$ cat src/rtl/gpb_pkg.sv
package gpb_pkg;
  localparam int unsigned GPB_AW = 5;

  // Offsets 0..11: three alias groups; the low two bits pick the operation.
  localparam logic [GPB_AW-1:0] OFS_DATA  = 5'd0;
  localparam logic [GPB_AW-1:0] OFS_MSKA  = 5'd4;
  localparam logic [GPB_AW-1:0] OFS_MSKB  = 5'd8;
  localparam logic [GPB_AW-1:0] OFS_DIR   = 5'd12;
  localparam logic [GPB_AW-1:0] OFS_INEN  = 5'd13;
  localparam logic [GPB_AW-1:0] OFS_POL   = 5'd14;
  localparam logic [GPB_AW-1:0] OFS_EDGE  = 5'd15;
  localparam logic [GPB_AW-1:0] OFS_BOTH  = 5'd16;
  localparam logic [GPB_AW-1:0] OFS_FUNC  = 5'd17;

  localparam logic [2:0] GRP_DATA = 3'd0;
  localparam logic [2:0] GRP_MSKA = 3'd1;
  localparam logic [2:0] GRP_MSKB = 3'd2;

  typedef enum logic [1:0] {
    OP_WRITE = 2'd0,
    OP_SET   = 2'd1,
    OP_CLR   = 2'd2,
    OP_TGL   = 2'd3
  } gpb_op_e;
endpackage

$ cat src/rtl/gpb_sync.sv
module gpb_sync #(
  parameter int unsigned W = 16
) (
  input  logic         clk,
  input  logic         rst_n,
  input  logic [W-1:0] pin_in,
  output logic [W-1:0] lvl,
  output logic [W-1:0] prv
);
  logic [W-1:0] meta_q, sync_q, prev_q;
  logic [W-1:0] meta_d, sync_d, prev_d;

  always_comb begin
    meta_d = pin_in;
    sync_d = meta_q;
    prev_d = sync_q;
  end

  always_ff @(posedge clk or negedge rst_n) begin
    if (!rst_n) begin
      meta_q <= '0;
      sync_q <= '0;
      prev_q <= '0;
    end else begin
      meta_q <= meta_d;
      sync_q <= sync_d;
      prev_q <= prev_d;
    end
  end

  assign lvl = sync_q;
  assign prv = prev_q;
endmodule

$ cat src/rtl/gpb_sense.sv
module gpb_sense #(
  parameter int unsigned W = 16
) (
  input  logic [W-1:0] lvl,
  input  logic [W-1:0] prv,
  input  logic [W-1:0] qual,
  input  logic [W-1:0] pol,
  input  logic [W-1:0] edg,
  input  logic [W-1:0] both,
  output logic [W-1:0] lvl_force,
  output logic [W-1:0] lvl_val,
  output logic [W-1:0] edge_hit
);
  for (genvar i = 0; i < W; i++) begin : g_pin
    logic rise, fall, hit;
    assign rise         = lvl[i] & ~prv[i];
    assign fall         = ~lvl[i] & prv[i];
    assign hit          = both[i] ? (rise | fall) : (pol[i] ? fall : rise);
    assign edge_hit[i]  = qual[i] & edg[i] & hit;
    assign lvl_force[i] = qual[i] & ~edg[i];
    assign lvl_val[i]   = lvl[i] ^ pol[i];
  end
endmodule

$ cat src/rtl/gpb_regs.sv
module gpb_regs
  import gpb_pkg::*;
#(
  parameter int unsigned W = 16
) (
  input  logic              clk,
  input  logic              rst_n,
  input  logic              bus_valid,
  input  logic              bus_write,
  input  logic [GPB_AW-1:0] bus_addr,
  input  logic [W-1:0]      bus_wdata,
  input  logic [W-1:0]      lvl_force,
  input  logic [W-1:0]      lvl_val,
  input  logic [W-1:0]      edge_hit,
  output logic [W-1:0]      bus_rdata,
  output logic [W-1:0]      data_q,
  output logic [W-1:0]      ma_q,
  output logic [W-1:0]      mb_q,
  output logic [W-1:0]      dir_q,
  output logic [W-1:0]      inen_q,
  output logic [W-1:0]      pol_q,
  output logic [W-1:0]      edg_q,
  output logic [W-1:0]      both_q,
  output logic [W-1:0]      func_q
);
  logic          wr_en, rd_en;
  logic [2:0]    grp;
  gpb_op_e       op;
  logic [W-1:0]  data_bus;
  logic [W-1:0]  data_d, ma_d, mb_d, dir_d, inen_d, pol_d, edg_d, both_d, func_d;
  logic [W-1:0]  rd_mux, rdata_q, rdata_d;

  function automatic logic [W-1:0] alias_op(input gpb_op_e o,
                                            input logic [W-1:0] cur,
                                            input logic [W-1:0] wv);
    case (o)
      OP_SET:  return cur | wv;
      OP_CLR:  return cur & ~wv;
      OP_TGL:  return cur ^ wv;
      default: return wv;
    endcase
  endfunction

  assign wr_en = bus_valid & bus_write;
  assign rd_en = bus_valid & ~bus_write;
  assign grp   = bus_addr[GPB_AW-1:2];
  assign op    = gpb_op_e'(bus_addr[1:0]);

  always_comb begin
    data_bus = (wr_en && grp == GRP_DATA) ? alias_op(op, data_q, bus_wdata) : data_q;
    data_d   = ((data_bus & ~lvl_force) | (lvl_val & lvl_force)) | edge_hit;
    ma_d     = (wr_en && grp == GRP_MSKA) ? alias_op(op, ma_q, bus_wdata) : ma_q;
    mb_d     = (wr_en && grp == GRP_MSKB) ? alias_op(op, mb_q, bus_wdata) : mb_q;
    dir_d    = (wr_en && bus_addr == OFS_DIR)  ? bus_wdata : dir_q;
    pol_d    = (wr_en && bus_addr == OFS_POL)  ? bus_wdata : pol_q;
    edg_d    = (wr_en && bus_addr == OFS_EDGE) ? bus_wdata : edg_q;
    both_d   = (wr_en && bus_addr == OFS_BOTH) ? bus_wdata : both_q;
    func_d   = (wr_en && bus_addr == OFS_FUNC) ? bus_wdata : func_q;
    if (wr_en && bus_addr == OFS_INEN)     inen_d = bus_wdata;
    else if (wr_en && bus_addr == OFS_DIR) inen_d = inen_q & ~bus_wdata;
    else                                   inen_d = inen_q;
  end

  always_comb begin
    rd_mux = '0;
    case (grp)
      GRP_DATA: rd_mux = data_q;
      GRP_MSKA: rd_mux = ma_q;
      GRP_MSKB: rd_mux = mb_q;
      default: begin
        case (bus_addr)
          OFS_DIR:  rd_mux = dir_q;
          OFS_INEN: rd_mux = inen_q;
          OFS_POL:  rd_mux = pol_q;
          OFS_EDGE: rd_mux = edg_q;
          OFS_BOTH: rd_mux = both_q;
          OFS_FUNC: rd_mux = func_q;
          default:  rd_mux = '0;
        endcase
      end
    endcase
    rdata_d = rd_en ? rd_mux : rdata_q;
  end

  always_ff @(posedge clk or negedge rst_n) begin
    if (!rst_n) begin
      data_q  <= '0;
      ma_q    <= '0;
      mb_q    <= '0;
      dir_q   <= '0;
      inen_q  <= '0;
      pol_q   <= '0;
      edg_q   <= '0;
      both_q  <= '0;
      func_q  <= '0;
      rdata_q <= '0;
    end else begin
      data_q  <= data_d;
      ma_q    <= ma_d;
      mb_q    <= mb_d;
      dir_q   <= dir_d;
      inen_q  <= inen_d;
      pol_q   <= pol_d;
      edg_q   <= edg_d;
      both_q  <= both_d;
      func_q  <= func_d;
      rdata_q <= rdata_d;
    end
  end

  assign bus_rdata = rdata_q;
endmodule

$ cat src/rtl/gpb_irq.sv
module gpb_irq #(
  parameter int unsigned W = 16
) (
  input  logic         clk,
  input  logic         rst_n,
  input  logic [W-1:0] data,
  input  logic [W-1:0] qual,
  input  logic [W-1:0] ma,
  input  logic [W-1:0] mb,
  output logic         irq_a,
  output logic         irq_b
);
  logic a_d, b_d, a_q, b_q;

  always_comb begin
    a_d = |(data & qual & ma);
    b_d = |(data & qual & mb);
  end

  always_ff @(posedge clk or negedge rst_n) begin
    if (!rst_n) begin
      a_q <= 1'b0;
      b_q <= 1'b0;
    end else begin
      a_q <= a_d;
      b_q <= b_d;
    end
  end

  assign irq_a = a_q;
  assign irq_b = b_q;
endmodule

$ cat src/rtl/gpio_sense_bank.sv
module gpio_sense_bank
  import gpb_pkg::*;
#(
  parameter int unsigned W = 16
) (
  input  logic              clk,
  input  logic              rst_n,
  input  logic              bus_valid,
  input  logic              bus_write,
  input  logic [GPB_AW-1:0] bus_addr,
  input  logic [W-1:0]      bus_wdata,
  output logic [W-1:0]      bus_rdata,
  input  logic [W-1:0]      pin_in,
  output logic [W-1:0]      pin_out,
  output logic [W-1:0]      pin_oe,
  output logic [W-1:0]      alt_sel,
  output logic              irq_a,
  output logic              irq_b
);
  logic [1:0]   rst_pipe;
  logic         rst_n_int;
  logic [W-1:0] lvl, prv, qual, lvl_force, lvl_val, edge_hit;
  logic [W-1:0] data_q, ma_q, mb_q, dir_q, inen_q, pol_q, edg_q, both_q, func_q;

  always_ff @(posedge clk or negedge rst_n) begin
    if (!rst_n) rst_pipe <= 2'b00;
    else        rst_pipe <= {rst_pipe[0], 1'b1};
  end
  assign rst_n_int = rst_pipe[1];

  gpb_sync #(.W(W)) u_sync (
    .clk(clk), .rst_n(rst_n_int), .pin_in(pin_in), .lvl(lvl), .prv(prv)
  );

  assign qual = inen_q & ~dir_q & ~func_q;

  gpb_sense #(.W(W)) u_sense (
    .lvl(lvl), .prv(prv), .qual(qual), .pol(pol_q), .edg(edg_q), .both(both_q),
    .lvl_force(lvl_force), .lvl_val(lvl_val), .edge_hit(edge_hit)
  );

  gpb_regs #(.W(W)) u_regs (
    .clk(clk), .rst_n(rst_n_int),
    .bus_valid(bus_valid), .bus_write(bus_write), .bus_addr(bus_addr),
    .bus_wdata(bus_wdata),
    .lvl_force(lvl_force), .lvl_val(lvl_val), .edge_hit(edge_hit),
    .bus_rdata(bus_rdata),
    .data_q(data_q), .ma_q(ma_q), .mb_q(mb_q), .dir_q(dir_q), .inen_q(inen_q),
    .pol_q(pol_q), .edg_q(edg_q), .both_q(both_q), .func_q(func_q)
  );

  gpb_irq #(.W(W)) u_irq (
    .clk(clk), .rst_n(rst_n_int), .data(data_q), .qual(qual),
    .ma(ma_q), .mb(mb_q), .irq_a(irq_a), .irq_b(irq_b)
  );

  assign pin_out = data_q;
  assign pin_oe  = dir_q & ~func_q;
  assign alt_sel = func_q;
endmodule

$ cat config.mk
export PLATFORM = sky130hd
export DESIGN_NAME = gpio_sense_bank
export DESIGN_NICKNAME = d
export VERILOG_FILES = /design/src/rtl/gpb_pkg.sv /design/src/rtl/gpb_sync.sv /design/src/rtl/gpb_sense.sv /design/src/rtl/gpb_regs.sv /design/src/rtl/gpb_irq.sv /design/src/rtl/gpio_sense_bank.sv
export SDC_FILE = /design/constraint.sdc
export NUM_CORES = 1
export LEC_CHECK = 0
export ABC_AREA = 1
export BUFFER_PORTS_ARGS = -buffer_cell sky130_fd_sc_hd__buf_4
export CAP_MARGIN = 20
export CORE_MARGIN = 4
export CORE_UTILIZATION = 35
export CTS_CLUSTER_DIAMETER = 200
export DETAILED_ROUTE_END_ITERATION = 6
export PLACE_DENSITY_LB_ADDON = 0.08
export SLEW_MARGIN = 0
export SYNTH_ARGS = -nofsm -noshare
export SYNTH_HDL_FRONTEND = slang
export SYNTH_SLANG_ARGS = --single-unit
$ cat constraint.sdc
create_clock -name clk -period 7.4 [get_ports clk]
set_input_delay 1.48 -clock clk [delete_from_list [all_inputs] [get_ports clk]]
set_output_delay 1.48 -clock clk [all_outputs]
set_load 0.03 [all_outputs]
==> flow_metrics.py, run 1 <==
metrics = {
    "status": {
        "status": "finished, final reports clean",
    },
    "die": {
        "pin_count": 107,
        "die-area_um2": 41000,
        "start_util_pct": 35.8,
        "die_h_um": 203,
        "core_area_um2": 37000,
        "rows": 70,
        "die_w_um": 203,
    },
    "route": {
        "viasPerCell": 5.11,
        "first_iter_violations": 839,
        "remaining_drc_errors": 0,
        "drtAntennaViolNets": 0,
        "vias": 11900,
        "wl_um": 42800,
        "dr.pass1.iters": 5,
        "wl_per_cell_um": 18.5,
    },
    "layout": {
        "instances_no_fill": 2321,
        "design_area_um2": 15400,
        "final-seq-area_um2": 5310,
        "fillers": 3806,
        "multi_input_area_um2": 6690,
        "flow.area_growth_from_synthesis_pct": 16.0,
        "layout_commonest_cell": "nand2_1",
        "drive_gt1_share_pct": 10.7,
        "post-route-util_pct": 41.6,
        "final_cell_mix": "nand2_1, inv_1, dfrtp_1",
        "nets": 1966,
        "diodes": 0,
    },
    "cts": {
        "clock-root-buffer": "clkbuf_16",
        "post_cts_resized": 0,
        "ctsHoldBuffers": 0,
        "cts_sinks": 212,
        "cts-htree-levels": 1,
        "clock_latency_ps": 550,
        "cts.clk_slew.worst_paths_ps": 60,
        "cts_buffers": 27,
        "post_cts_buffers": 0,
        "cts_tree": "built",
        "clock_tree.buffer_depth": 3,
    },
    "pwr": {
        "p_seq_share_pct": 39.8,
        "share_comb_of_total_power_pct": 25.5,
        "switching_share_pct": 35.8,
        "cellInternalPower_w": 0.00263,
        "vdd_drop_max_v": 0.000180,
        "p_switching_w": 0.00146,
        "p_clk_share_pct": 34.7,
        "p_leak_nw": 7.83,
        "powerDensity_nw_per_um2": 266,
    },
    "setup_path": {
        "crit_type": "input pin to flop",
        "cp.required_ps": 7840,
        "crit_path_start_kind": "input pin",
        "crit_fanout": 38,
        "end_kind": "flop",
        "arrival_ps": 4380,
    },
    "synthesis": {
        "yosys_warnings": 0,
        "ys_seq_elements": 212,
        "syn_nets": 1895,
        "postSynthCellCount": 1726,
        "synth.distinct_cells": 30,
        "synth.avg_cell_area_um2": 7.67,
        "syn-cell-area_um2": 13200,
        "ys_seq_area_share_pct": 40.1,
    },
    "global_route": {
        "grt_pass1_vias": 11400,
        "top_usage_layer": "met2",
        "met1_usage_pct": 29.9,
        "gr-total-overflow": 0,
        "grt_start_max_net_pins": 70,
        "grtUsageMet3_pct": 2.75,
        "globalRouteMet2Util_pct": 32.2,
        "grt_use_total_pct": 20.5,
        "antenna_found_initial": 0,
        "grt_pass1_wl_um": 67100,
    },
    "timing": {
        "finalCriticalPeriod_ps": 3940,
        "final-setup-viol-count": 0,
        "rsz0062_at_grt": "false",
        "max_slew.worst_pin.slew_ps": 1080,
        "fin_worst_skew_ps": 13.2,
        "finalCritPeriodShare_pct": 53.3,
        "maxSlewViolCount": 0,
        "fin_tns_setup_ps": 0,
        "hold_violations": 0,
        "fmax_mhz": 254,
        "slew_headroom_pct": 27.5,
    },
    "run": {
        "drv_cap": 0,
    },
    "place": {
        "dpl_cell_area_um2": 14400,
        "place_inst": 2272,
        "dp_hpwl_um": 26800,
        "gp_congestion": 0.792,
        "io_buffers": 106,
    },
    "min_path": {
        "worstHoldPathType": "flop to asynchronous set/reset pin",
    },
}
-- cell usage after synthesis --
cell type	number	area share (%)
nor4_1	16	0.76
nand3_1	178	6.7
a22oi_1	18	1.0
o21ai_0	86	3.2
buf_1	5	0.14
nor2_1	123	3.5
o21ai_1	49	1.9
nand3_2	4	0.30
a21oi_1	65	2.5
inv_2	4	0.11
a21boi_0	2	0.11
clkbuf_1	28	0.79
buf_2	32	1.2
nor2_4	2	0.17
nand4_2	1	0.094
or2_2	12	0.57
nor2_2	4	0.19
nor3_1	17	0.64
nand2_1	386	11
o211ai_1	13	0.74
dfrtp_1	212	40
nor3_4	1	0.12
buf_4	15	0.85
ha_1	128	12
nand4_1	79	3.7
conb_1	1	0.028
xor2_1	16	1.1
clkinv_1	1	0.028
inv_1	227	6.4
clkbuf_2	1	0.038
-- critical path: stages --
cell,delay [ps]
buf_4,520
clkinv_1,900
nand3_1,840
buf_4,390
a21oi_1,100
nand2_1,90
nand2_1,50
-- metrics by stage --
stage | setup slack, ps | power (W) | hold WS (ps)
after floorplan | 1050 | 0.00226 | 331
after global placement | 3090 | 0.00267 | 332
after detailed placement | 2990 | 0.00270 | 335
after CTS | 3590 | 0.00414 | 347
after global routing | 3350 | 0.00435 | 353
final | 3460 | 0.00409 | 334
-- sequential cells by signal, indices dropped and copies added (netlist names), 16 cells and up --
signal,count
u_sync.meta_q,16
u_regs.inen_q,16
u_regs.ma_q,16
u_regs.dir_q,16
u_regs.mb_q,16
u_regs.both_q,16
u_regs.edg_q,16
u_sync.lvl,16
u_regs.func_q,16
u_regs.bus_rdata,16
u_regs.pol_q,16
u_sync.prv,16
u_regs.data_q,16
-- metal layers --
layer  share of wire, %  vias up
met1                 47     5633
met2                 45      350
met3                5.5       62
li1                   -     5815
met5                  0        -
met4                2.5        0
-- power groups by stage --
stage / Sequential [W] / Combinational [W] / Clock (W)
after detailed placement: 0.00165 / 0.00105 / 0
after CTS: 0.00163 / 0.00105 / 0.00146
after global routing: 0.00166 / 0.00118 / 0.00151
after floorplan: 0.00171 / 0.000552 / 0
final: 0.00163 / 0.00104 / 0.00142
after global placement: 0.00165 / 0.00103 / 0
-- kinds of logic (layout without fill, tap and decap cells) --
family	count (synthesis)	in the layout	share of synthesized area (%)
simple gates	823	823	27.7
buf+inv	313	404	9.61
compound gates	233	233	9.43
flops	212	212	40.1
fa+ha+maj	128	128	12.1
xor+xnor	16	16	1.06
other cells	1	1	0.0283
-- layout make-up --
type,instances,share of cell area (%)
flip-flops and latches,212,34.5
inverters,232,5.68
clock buffers,38,4.80
clock inverters,11,1.34
repair buffers,123,6.01
multi-input cells,1201,43.5
well taps,504,4.10
-- path summary, 6_finish.rpt --
kind / startpoint / to / slack (ps) / cells past startpoint
max: bus_addr[4] / u_regs.data_q[0] / 3460 / 7
min: rst_pipe[1] / u_sync.meta_q[10] / 330 / 0
max reg2reg: u_regs.func_q[14] / u_regs.data_q[14] / 5580 / 5
min reg2reg: rst_pipe[1] / u_sync.meta_q[10] / 330 / 0
max in group asynchronous: rst_pipe[1] / u_regs.pol_q[0] / 5680 / 1
min in group clk: u_sync.meta_q[4] / u_sync.lvl[4] / 350 / 0
Power figures use the tool's default switching activity.
==> run 2, diff against run 1 <==
==> constraint.sdc (replaced) <==
create_clock -name clk -period 3.2 [get_ports clk]
set_input_delay 0.64 -clock clk [delete_from_list [all_inputs] [get_ports clk]]
set_output_delay 0.64 -clock clk [all_outputs]
set_load 0.03 [all_outputs]
==> run 2 against run 1 <==
  * Clock skew rose by 6.1 ps
  * Cell count is 0.95% higher
  * Worst setup slack worse by 2200 ps
  * Via count is 1.5% higher
  * Routed wire length grew 0.25%
  * Core utilization is 0.66 points higher
  * Count of clock-buffer cells in the layout rose by 1
  * Highest routed layer unchanged
==> flow_metrics.py, run 2 (synthesized netlist as in run 1, its figures left out) <==
metrics = {
    "status": {
        "status": "finished, final reports clean",
    },
    "setup_path": {
        "slowest_delay_ps": 400,
        "arrival_ps": 1350,
        "crit_type": "flop to primary output",
        "end_kind": "primary output",
        "cp.required_ps": 2560,
        "crit_fanout": 4,
        "path_cells": "inv_1, nor2_1, buf_4",
        "reg2reg_slack_ps": 1620,
        "crit_path_start_kind": "flop",
        "critPathBufInv": 2,
        "cp_slowest_cell": "dfrtp_1",
        "cp_top_family": "flip-flops",
    },
    "route": {
        "drtAntennaViolNets": 0,
        "viasPerCell": 5.14,
        "wl_um": 42900,
        "remaining_drc_errors": 0,
        "vias": 12000,
        "first_iter_violations": 751,
        "dr.pass1.iters": 5,
        "wl_per_cell_um": 18.3,
    },
    "cts": {
        "post_cts_buffers": 0,
        "cts-htree-levels": 1,
        "cts_tree": "built",
        "post_cts_resized": 0,
        "clock_tree.buffer_depth": 3,
        "cts.clk_slew.worst_paths_ps": 60,
        "clock_latency_ps": 550,
        "cts_sinks": 212,
        "clock-root-buffer": "clkbuf_16",
        "cts_buffers": 27,
    },
    "place": {
        "post-place-ws_ps": 830,
        "io_buffers": 106,
        "gp_congestion": 0.817,
        "dp_hpwl_um": 28600,
    },
    "global_route": {
        "gr-total-overflow": 0,
        "grtUsageMet3_pct": 3.05,
        "globalRouteMet2Util_pct": 33.1,
        "grt_pass1_wl_um": 68300,
        "grt_pass1_vias": 11800,
        "antenna_found_initial": 0,
        "grt_use_total_pct": 20.7,
        "top_usage_layer": "met2",
        "met1_usage_pct": 30.1,
        "grt_start_max_net_pins": 71,
    },
    "timing": {
        "timing.final.ws_setup_ps": 1210,
        "fin_tns_setup_ps": 0,
        "hold_ws_ps": 194,
        "slew_headroom_pct": 53.2,
        "hold_violations": 0,
        "maxSlewViolCount": 0,
        "fmax_mhz": 502,
        "fin_worst_skew_ps": 19.3,
        "rsz0062_at_grt": "false",
        "final-setup-viol-count": 0,
        "max_slew.worst_pin.slew_ps": 701,
        "finalCriticalPeriod_ps": 1990,
        "finalCritPeriodShare_pct": 62.3,
    },
    "layout": {
        "diodes": 0,
        "nets": 1989,
        "post-route-util_pct": 42.2,
        "final_cell_mix": "nand2_1, inv_1, dfrtp_1",
        "layout_commonest_cell": "nand2_1",
        "flow.area_growth_from_synthesis_pct": 17.9,
        "drive_gt1_share_pct": 12.0,
        "fillers": 3859,
    },
    "die": {
        "die-area_um2": 41000,
        "pin_count": 107,
        "die_w_um": 203,
        "rows": 70,
        "core_area_um2": 37000,
        "die_h_um": 203,
        "start_util_pct": 35.8,
    },
    "pwr": {
        "powerDensity_nw_per_um2": 607,
        "vdd_drop_max_v": 0.000439,
        "p_leak_nw": 7.97,
    },
    "min_path": {
        "worstHoldPathType": "input pin to flop",
    },
    "run": {
        "drv_cap": 0,
    },
}
-- run 2: cell types whose count changed in the layout (fill, tap and decap cells not counted), sizes merged --
cell         previous run  this run
buf                   123       145
bufinv                  6         4
clkbuf                 38        39
clkinv                  7         5
clkinvlp                0         1
dlygate4sd3             0         1
inv                   230       231
-- run 2: layout make-up --
class	instances	area (µm²)	area share, %
multi-input combinational	1201	6690	42.9
sequential	212	5310	34.0
timing repair buffer	146	1160	7.44
inverter	232	871	5.58
clock buffer	39	801	5.13
tap	504	631	4.04
clock inverter	9	148	0.946
-- run 2: layer usage --
metal	wire length [µm]	vias up
met2	19300	301
met3	2200	55
met4	790	0
li1	-	5849
met5	0	-
met1	20600	5831
-- run 2: worst paths after layout --
check | from | endpoint | cells past startpoint
worst min register to register | u_sync.meta_q[13] | u_sync.lvl[13] | 0
min in group asynchronous | rst_pipe[1] | u_regs.ma_q[6] | 0
max in group asynchronous | rst_pipe[1] | u_regs.func_q[15] | 1
worst max-delay path | u_regs.dir_q[10] | pin_oe[10] | 3
worst max register to register | u_regs.func_q[7] | u_irq.irq_a | 5
worst min-delay path | pin_in[0] | u_sync.meta_q[0] | 1
-- run 2: metrics by stage --
| stage | std cells | area (µm²) | power [W] |
|---|---|---|---|
| floorplan | 1726 | 13200 | 0.00524 |
| global placement | 2294 | 14700 | 0.00620 |
| detailed placement | 2294 | 14700 | 0.00625 |
| CTS | 2343 | 15600 | 0.00959 |
| global route | 2343 | 15600 | 0.0101 |
| finish | 2343 | 15600 | 0.00947 |
-- run 2: what timing repair did --
item / 4_1_cts / 5_1_grt
setup endpoints to repair: 0 / 0
hold buffers: 1 / 0
endpoints found under the hold margin: 2 / 0
-- run 2: power breakdown --
| part | internal, W | switching, W | total, W |
|---|---|---|---|
| registers | 0.00313 | 0.000633 | 0.00376 |
| logic | 0.000896 | 0.00154 | 0.00244 |
| clock network | 0.00204 | 0.00123 | 0.00327 |
| total | 0.00607 | 0.00340 | 0.00947 |
